===== config.mk =====
export PLATFORM = sky130hd
export DESIGN_NAME = dslot_fetch_unit
export DESIGN_NICKNAME = d
export VERILOG_FILES = /design/src/rtl/dslot_pkg.sv /design/src/rtl/dslot_target_calc.sv /design/src/rtl/dslot_slot_ctrl.sv /design/src/rtl/dslot_commit_gate.sv /design/src/rtl/dslot_fetch_unit.sv
export SDC_FILE = /design/constraint.sdc
export NUM_CORES = 1
export LEC_CHECK = 0
export ABC_AREA = 1
export BUFFER_PORTS_ARGS = -buffer_cell sky130_fd_sc_hd__buf_4
export CORE_MARGIN = 1.5
export CORE_UTILIZATION = 26
export CTS_BUF_LIST = sky130_fd_sc_hd__clkbuf_8
export DETAILED_ROUTE_END_ITERATION = 7
export PLACE_DENSITY_LB_ADDON = 0.2
export SETUP_SLACK_MARGIN = 0.1
export SYNTH_ARGS = -nofsm -noshare
export SYNTH_HDL_FRONTEND = slang
export SYNTH_HIERARCHICAL = 1
export SYNTH_SLANG_ARGS = --single-unit

===== constraint.sdc =====
create_clock -name clk -period 1.9 [get_ports clk]
set_input_delay 0.095 -clock clk [delete_from_list [all_inputs] [get_ports clk]]
set_output_delay 0.095 -clock clk [all_outputs]
set_load 0.1 [all_outputs]

===== src/rtl/dslot_pkg.sv =====
package dslot_pkg;

  typedef enum logic [1:0] {
    BK_COND     = 2'b00,
    BK_DIRECT   = 2'b01,
    BK_INDIRECT = 2'b10,
    BK_RETURN   = 2'b11
  } br_kind_e;

  localparam int unsigned INSN_BYTES = 4;
  localparam int unsigned ALIGN_BITS = 2;

  function automatic logic uses_pc_rel(input br_kind_e k);
    return (k == BK_COND) || (k == BK_DIRECT);
  endfunction

endpackage


===== src/rtl/dslot_target_calc.sv =====
module dslot_target_calc
  import dslot_pkg::*;
#(
  parameter int unsigned XLEN  = 32,
  parameter int unsigned OFF_W = 16
) (
  input  logic [1:0]      kind,
  input  logic            taken_in,
  input  logic [OFF_W-1:0] offset,
  input  logic [XLEN-1:0] reg_val,
  input  logic [XLEN-1:0] base_pc,
  output logic            take,
  output logic            is_cond,
  output logic [XLEN-1:0] target
);
  localparam int unsigned EXT_W = XLEN - OFF_W;
  localparam logic [XLEN-1:0] ALIGN_MASK = ~XLEN'((1 << ALIGN_BITS) - 1);

  br_kind_e        k;
  logic [XLEN-1:0] off_ext;
  logic [XLEN-1:0] raw;

  assign k       = br_kind_e'(kind);
  assign off_ext = {{EXT_W{offset[OFF_W-1]}}, offset};
  assign is_cond = (k == BK_COND);

  always_comb begin
    if (uses_pc_rel(k)) raw = base_pc + off_ext;
    else                raw = reg_val;
  end

  always_comb begin
    unique case (k)
      BK_COND: take = taken_in;
      default: take = 1'b1;
    endcase
  end

  assign target = raw & ALIGN_MASK;
endmodule


===== src/rtl/dslot_slot_ctrl.sv =====
module dslot_slot_ctrl (
  input  logic clk,
  input  logic rst,
  input  logic br_valid,
  input  logic dec_valid,
  input  logic is_cond,
  input  logic take,
  input  logic annul,
  output logic redirect,
  output logic squash_q,
  output logic fault_q
);
  logic in_slot_q;
  logic accept;
  logic illegal;

  assign accept   = br_valid & dec_valid & ~in_slot_q;
  assign illegal  = br_valid & dec_valid & in_slot_q;
  assign redirect = accept & take;

  always_ff @(posedge clk) begin
    if (rst) begin
      in_slot_q <= 1'b0;
      squash_q  <= 1'b0;
      fault_q   <= 1'b0;
    end else begin
      in_slot_q <= accept;
      squash_q  <= accept & is_cond & annul & ~take;
      fault_q   <= illegal;
    end
  end
endmodule


===== src/rtl/dslot_commit_gate.sv =====
module dslot_commit_gate #(
  parameter int unsigned N_EN = 2
) (
  input  logic            clk,
  input  logic            rst,
  input  logic            squash,
  input  logic [N_EN-1:0] en_in,
  output logic [N_EN-1:0] en_out
);
  for (genvar g = 0; g < N_EN; g++) begin : g_en
    always_ff @(posedge clk) begin
      if (rst) en_out[g] <= 1'b0;
      else     en_out[g] <= en_in[g] & ~squash;
    end
  end
endmodule


===== src/rtl/dslot_fetch_unit.sv =====
module dslot_fetch_unit
  import dslot_pkg::*;
#(
  parameter int unsigned     XLEN     = 32,
  parameter int unsigned     OFF_W    = 16,
  parameter logic [XLEN-1:0] RESET_PC = 32'h0000_0100
) (
  input  logic             clk,
  input  logic             rst,
  input  logic             br_valid,
  input  logic [1:0]       br_kind,
  input  logic             br_taken,
  input  logic             br_annul,
  input  logic [OFF_W-1:0] br_offset,
  input  logic [XLEN-1:0]  br_reg,
  input  logic             dec_rf_we_in,
  input  logic             dec_mem_we_in,
  output logic [XLEN-1:0]  fetch_pc,
  output logic [XLEN-1:0]  dec_pc,
  output logic             dec_valid,
  output logic             dec_squash,
  output logic             seq_fault,
  output logic             ex_rf_we,
  output logic             ex_mem_we
);
  localparam logic [XLEN-1:0] STEP = XLEN'(INSN_BYTES);
  localparam int unsigned     N_EN = 2;

  logic            take;
  logic            is_cond;
  logic [XLEN-1:0] target;
  logic            redirect;
  logic [N_EN-1:0] en_in;
  logic [N_EN-1:0] en_out;

  dslot_target_calc #(.XLEN(XLEN), .OFF_W(OFF_W)) calc_i (
    .kind     (br_kind),
    .taken_in (br_taken),
    .offset   (br_offset),
    .reg_val  (br_reg),
    .base_pc  (dec_pc),
    .take     (take),
    .is_cond  (is_cond),
    .target   (target)
  );

  dslot_slot_ctrl slot_i (
    .clk       (clk),
    .rst       (rst),
    .br_valid  (br_valid),
    .dec_valid (dec_valid),
    .is_cond   (is_cond),
    .take      (take),
    .annul     (br_annul),
    .redirect  (redirect),
    .squash_q  (dec_squash),
    .fault_q   (seq_fault)
  );

  assign en_in = {dec_mem_we_in, dec_rf_we_in};

  dslot_commit_gate #(.N_EN(N_EN)) gate_i (
    .clk    (clk),
    .rst    (rst),
    .squash (dec_squash),
    .en_in  (en_in),
    .en_out (en_out)
  );

  assign ex_rf_we  = en_out[0];
  assign ex_mem_we = en_out[1];

  always_ff @(posedge clk) begin
    if (rst) begin
      fetch_pc  <= RESET_PC;
      dec_pc    <= '0;
      dec_valid <= 1'b0;
    end else begin
      fetch_pc  <= redirect ? target : fetch_pc + STEP;
      dec_pc    <= fetch_pc;
      dec_valid <= 1'b1;
    end
  end
endmodule


# Word-level counts from Yosys, hierarchy flattened
# Cells that the tools add are included.
# totals
wordCells	31
regBits	70
input_bits	57
output_inout_bits	69
# classes
bitwise_logic	12
n_eq_ne	1
reduce_logical	3
n_mux	4
n_addsub	2
# ops
op	count
32-bit two-way mux	2
32-bit by 3-bit adder with 32-bit output, second input constant	1
32-bit adder	1
1-bit bitwise AND	9
1-bit inverter	3
2-bit by 1-bit equality test with 1-bit output, second input constant	1
2-bit zero test	1
1-bit two-way mux	2
2-bit OR reduction	1
1-bit logical OR	1

# Depth between registers and ports, before layout
# logic_depth
word_depth	5
ltp_mapped	18
mapped_depth_nobuf	18

# Hierarchy
# Netlist, hierarchy kept.
# by_module_without_submodules
module	area_per_inst_um2	cells_per_inst	n_inst
dslot_fetch_unit	2855.2	421	1
dslot_target_calc	2736.4	596	1
dslot_slot_ctrl	112.6	15	1
dslot_commit_gate	58.8	7	1

# Worst setup path after synthesis
# OpenSTA, ideal clock, no wires.
# synth_timing
kind	register -> register
start	register dec_pc[11]
end	register fetch_pc[28]
n_path_buf	0
required_time_ps	1791
path_slack_ps	-569
t_arrival_ps	2360
path_stages_with_launch	16
setup_ps	109
path_cell_list	dfxtp_1 ha_1 nand2_1 inv_1 nand2_1 nand2_1 a21oi_1 nand2_1 nand2_1 nand3b_1 nand3_1 nand2_1 nor2_1 nor2_1 nand2_1 inv_1
# synth_via
elab_chain_cells	3
# synth_rtl
item	line	rtl
start: declaration	dslot_fetch_unit.sv:19	output logic [XLEN-1:0] dec_pc,
start signal: assignment	dslot_fetch_unit.sv:80	dec_pc <= fetch_pc;
32-bit adder	dslot_target_calc.sv:28	if (uses_pc_rel(k)) raw = base_pc + off_ext;
32-bit two-way mux	dslot_target_calc.sv:28	
via target[28]	dslot_fetch_unit.sv:31	logic [XLEN-1:0] target;
32-bit two-way mux	dslot_fetch_unit.sv:79	fetch_pc <= redirect ? target : fetch_pc + STEP;
end signal: assignment	dslot_fetch_unit.sv:79	
end: declaration	dslot_fetch_unit.sv:18	output logic [XLEN-1:0] fetch_pc,
# The timed path passes the listed nets, and every way through them passes these cells.
# A chain may end at the register's enable or synchronous reset.

# Worst setup path after layout
# layout_timing
start	register dec_pc[13]
end	register fetch_pc[15]
# Same word-level chain as after synthesis.

==> impl_results.md <==
- Outcome: complete, but fails checks
- Failing checks: negative setup slack
- Vias in the first global route: between 6000 and 7000
- Finished Core Util: 41.88%
- Setup TNS: -0.6326 ns
- First drt pass iteration count: 5
- Async S/R FF share, synth: 0%
- # nets final: about 1300
- Critical Path RT: roughly 2.2 ns
- Initial Util: between 20% and 30%
- Clock Pin Slew Worst Setup and Hold Paths: 0.08 ns
- Syn-to-layout area delta: 58.10%
- Clock sink count: 70
- Slew margin rel.: 55.18%
- Max cap viols: 0
- Share of the synthesized area in the top cell type: approximately 24%
- CP dominant cell by count: nand2_1
- Post-synth EDFFs: 0
- Power Density: 554.9 nW/um2
- Post-route ant nets: 0
- CTS tree: built
- First-pass GRT wire length: between 30000 and 40000 um
- Final min period: 1.999 ns
- Max Freq: 500.4 MHz
- Max-slew violation count: 0
- Antenna violations before repair: 0
- PortBufs: between 100 and 150
- Die Area: roughly 23000 um2
- Top post-synthesis cells by area: dfxtp_1 (24%), nand2_1 (24%), inv_1 (12%), nor2_1 (10%), ha_1 (6.7%)
- DR WL/cell: between 10 and 15 um
- Die height: roughly 150 um
- Reg-to-Reg Start: dec_pc[13]
- Min-Delay Startpoint: br_valid
- GRT Resource Usage Total: between 10% and 20%
- Die width: approximately 150 um
- Unrepaired setup endpoints after global routing: yes
- Bufs on Longest Clock Path: 2
- I/O Pins: roughly 130
- Grt ovf: 0
- Mapped cell area: between 5000 and 6000 um2
- Depth of the worst hold-timing path: 3
- Pin count of the biggest net entering global routing: 56
- Fraction of layout cells with a size suffix above 1: between 30% and 40%
- Min Hold Slack: between 0.02 and 0.03 ns
- Peak VDD IR: between 0.2 and 0.3 mV
- Ys flop type: dfxtp_1
- Dpl hpwl: between 15000 and 20000 um
- Synth cell types: 33
- Setup CP Type: reg2reg
- Worst setup margin: -0.09858 ns
- Cts bufs inserted: 9
- Setup violators final: 14
- Initial DRC count: approximately 280
- Avg Cell Area, Syn: 5.547 um2
- Core Area: about 22000 um2
- Actual slew at the worst max-slew pin: around 0.67 ns
- Antenna Cells: 0
- Worst Path Buf+Inv: 2
- RD Place Congestion: about 0.91
- Yosys reg bits: 70
- Worst skew pair latency: 0.36 ns
- Internal reg-to-reg setup slack: -0.1 ns
- Worst Setup End Kind: flip-flop
- Post-Route WL: about 22000 um
- Vias post-DR: about 6700
- Startpoint types: flip-flop
- HP Class: in2reg
- Peak per-stage delay on the critical path: 0.38 ns
- DRC violations left: 0
- CP Data Arrival Time: around 2.3 ns
- Clock Skew: between 0.01 and 0.015 ns
- Via/cell ratio: 4.389
- Root Buffer: clkbuf_8
- Fin. Hold Viols: 0
- Mapped Cells: 1039
- Worst-path cell chain: ha_4, nand2_2, inv_1, nand2_1, nand2_1, a21oi_4, nand2_8, xnor2_4, o21ai_2, nor2_1, nor2_1, nand2_1, inv_1
- Worst R2R End: fetch_pc[15]
- Post-synth top cells: nand2_1 (370), inv_1 (186), nor2_1 (159)
- Reg2reg path depth: 13
- Crit-path slowest cell: dfxtp_4
- Dpl cells: approximately 1500
- CTS H-tree lvls: 3
- Period utilisation layout: 105.2%
- Crit path max fanout: 3
- Non-Filler Instances: roughly 1500
- Top-count cell post-synth: nand2_1
- Leakage: ~4.7 nW
- Top cell type by total area after synthesis: dfxtp_1
- Post-synthesis sequential area ratio: between 20 and 25%
- Delay-heaviest family, CP: simple AND/OR/NAND/NOR gates
- Cell Rows: 54
- Hold Path End: slot_i/in_slot_q
- Ys Warns: 6
- Worst slack after detailed placement: -0.1965 ns
report_power, final:
group / leakage (nW) / internal, mW / switching [mW] / total, mW
clock network: 0.0784 / 0.461 / 0.598 / 1.06
logic: 4.01 / 0.818 / 1.51 / 2.33
registers: 0.605 / 1.54 / 0.123 / 1.67
total: 4.69 / 2.82 / 2.23 / 5.06
through the flow:
stage               power (mW)  area [um2]
floorplan                3.035        6300
global placement         3.710        8074
detailed placement       3.711        8074
CTS                      4.887        8561
global route             5.333        9111
finish                   5.056        9111
worst reg2reg max path, stage by stage (launching register included):
cell,delay [ns]
dfxtp_4,0.38
ha_4,0.27
nand2_2,0.13
inv_1,0.07
nand2_1,0.06
nand2_1,0.11
a21oi_4,0.21
nand2_8,0.10
xnor2_4,0.19
o21ai_2,0.07
nor2_1,0.11
nor2_1,0.06
nand2_1,0.10
inv_1,0.04
what timing repair did:
action | 4_1_cts | 5_1_grt
resized for setup | 69 | 141
buffers inserted | 4 | 9
pin swaps | 49 | 68
endpoints found under the setup margin | 28 | 32
hold buffers | 3 | 0
hold endpoints to repair | 3 | 0
state kept, by name (all words and copies together) (netlist names):
register	cells
fetch_pc	32
slot_i/squash_q	1
slot_i/fault_q	1
dec_valid	1
gate_i/en_out	2
slot_i/in_slot_q	1
dec_pc	32
layout by cell type, fill, tap and decap left out, drive strengths merged, types with 4 or more instances in the layout:
cell type | netlist | layout
o21ai | 37 | 37
nand2 | 380 | 380
clkbuf | 10 | 9
clkinv | 0 | 4
nand3b | 5 | 5
ha | 31 | 31
dfxtp | 70 | 70
buf | 11 | 213
nor2 | 168 | 168
nand4 | 5 | 5
or2 | 4 | 4
inv | 187 | 187
xor2 | 8 | 8
nand3 | 67 | 67
a21oi | 38 | 38
xnor2 | 8 | 8
kinds of logic after synthesis:
| group | after synthesis | synth area share (%) |
|---|---|---|
| adder cells (fa/ha/maj) | 31 | 6.730 |
| other | 1 | 0.06507 |
| AND/OR/NAND/NOR | 635 | 45.40 |
| AO/OA/AOI/OAI | 78 | 7.099 |
| flip-flops | 70 | 24.32 |
| buffers and inverters | 208 | 13.96 |
| XOR/XNOR | 16 | 2.432 |
routing by layer:
| layer | routed length (um) | share of wire (%) | track usage [%] | vias to the layer above |
|---|---|---|---|---|
| met5 | 0 | 0 | 0 | - |
| met4 | 302 | 1.4 | 4.854 | 0 |
| met3 | 634 | 2.8 | 1.854 | 22 |
| met2 | 10630 | 48 | 31.76 | 107 |
| met1 | 10700 | 48 | 26.08 | 3038 |
| li1 | - | - | - | 3553 |
worst max path at each step:
| stage | to | startpoint | cells after the start | slack (ns) |
|---|---|---|---|---|
| after CTS | fetch_pc[17] | dec_pc[4] | 16 | -0.13 |
| final | fetch_pc[15] | dec_pc[13] | 13 | -0.1 |
| after floorplan | fetch_pc[17] | dec_pc[6] | 14 | 0.06 |
| after global routing | fetch_pc[26] | dec_pc[12] | 16 | -0.23 |
| after detailed placement | fetch_pc[17] | dec_pc[8] | 14 | -0.20 |
| after global placement | fetch_pc[17] | dec_pc[8] | 14 | -0.17 |
final cells by class:
| type | count | area (um2) |
|---|---|---|
| fill | 2345 | 12640 |
| multi-input combinational | 762 | 4608 |
| timing repair buffer | 216 | 1732 |
| sequential | 70 | 1551 |
| inverter | 187 | 704.4 |
| tap | 280 | 350.3 |
| clock buffer | 9 | 123.9 |
| clock inverter | 7 | 41.29 |
No activity file was read; power rests on OpenSTA's default activity.
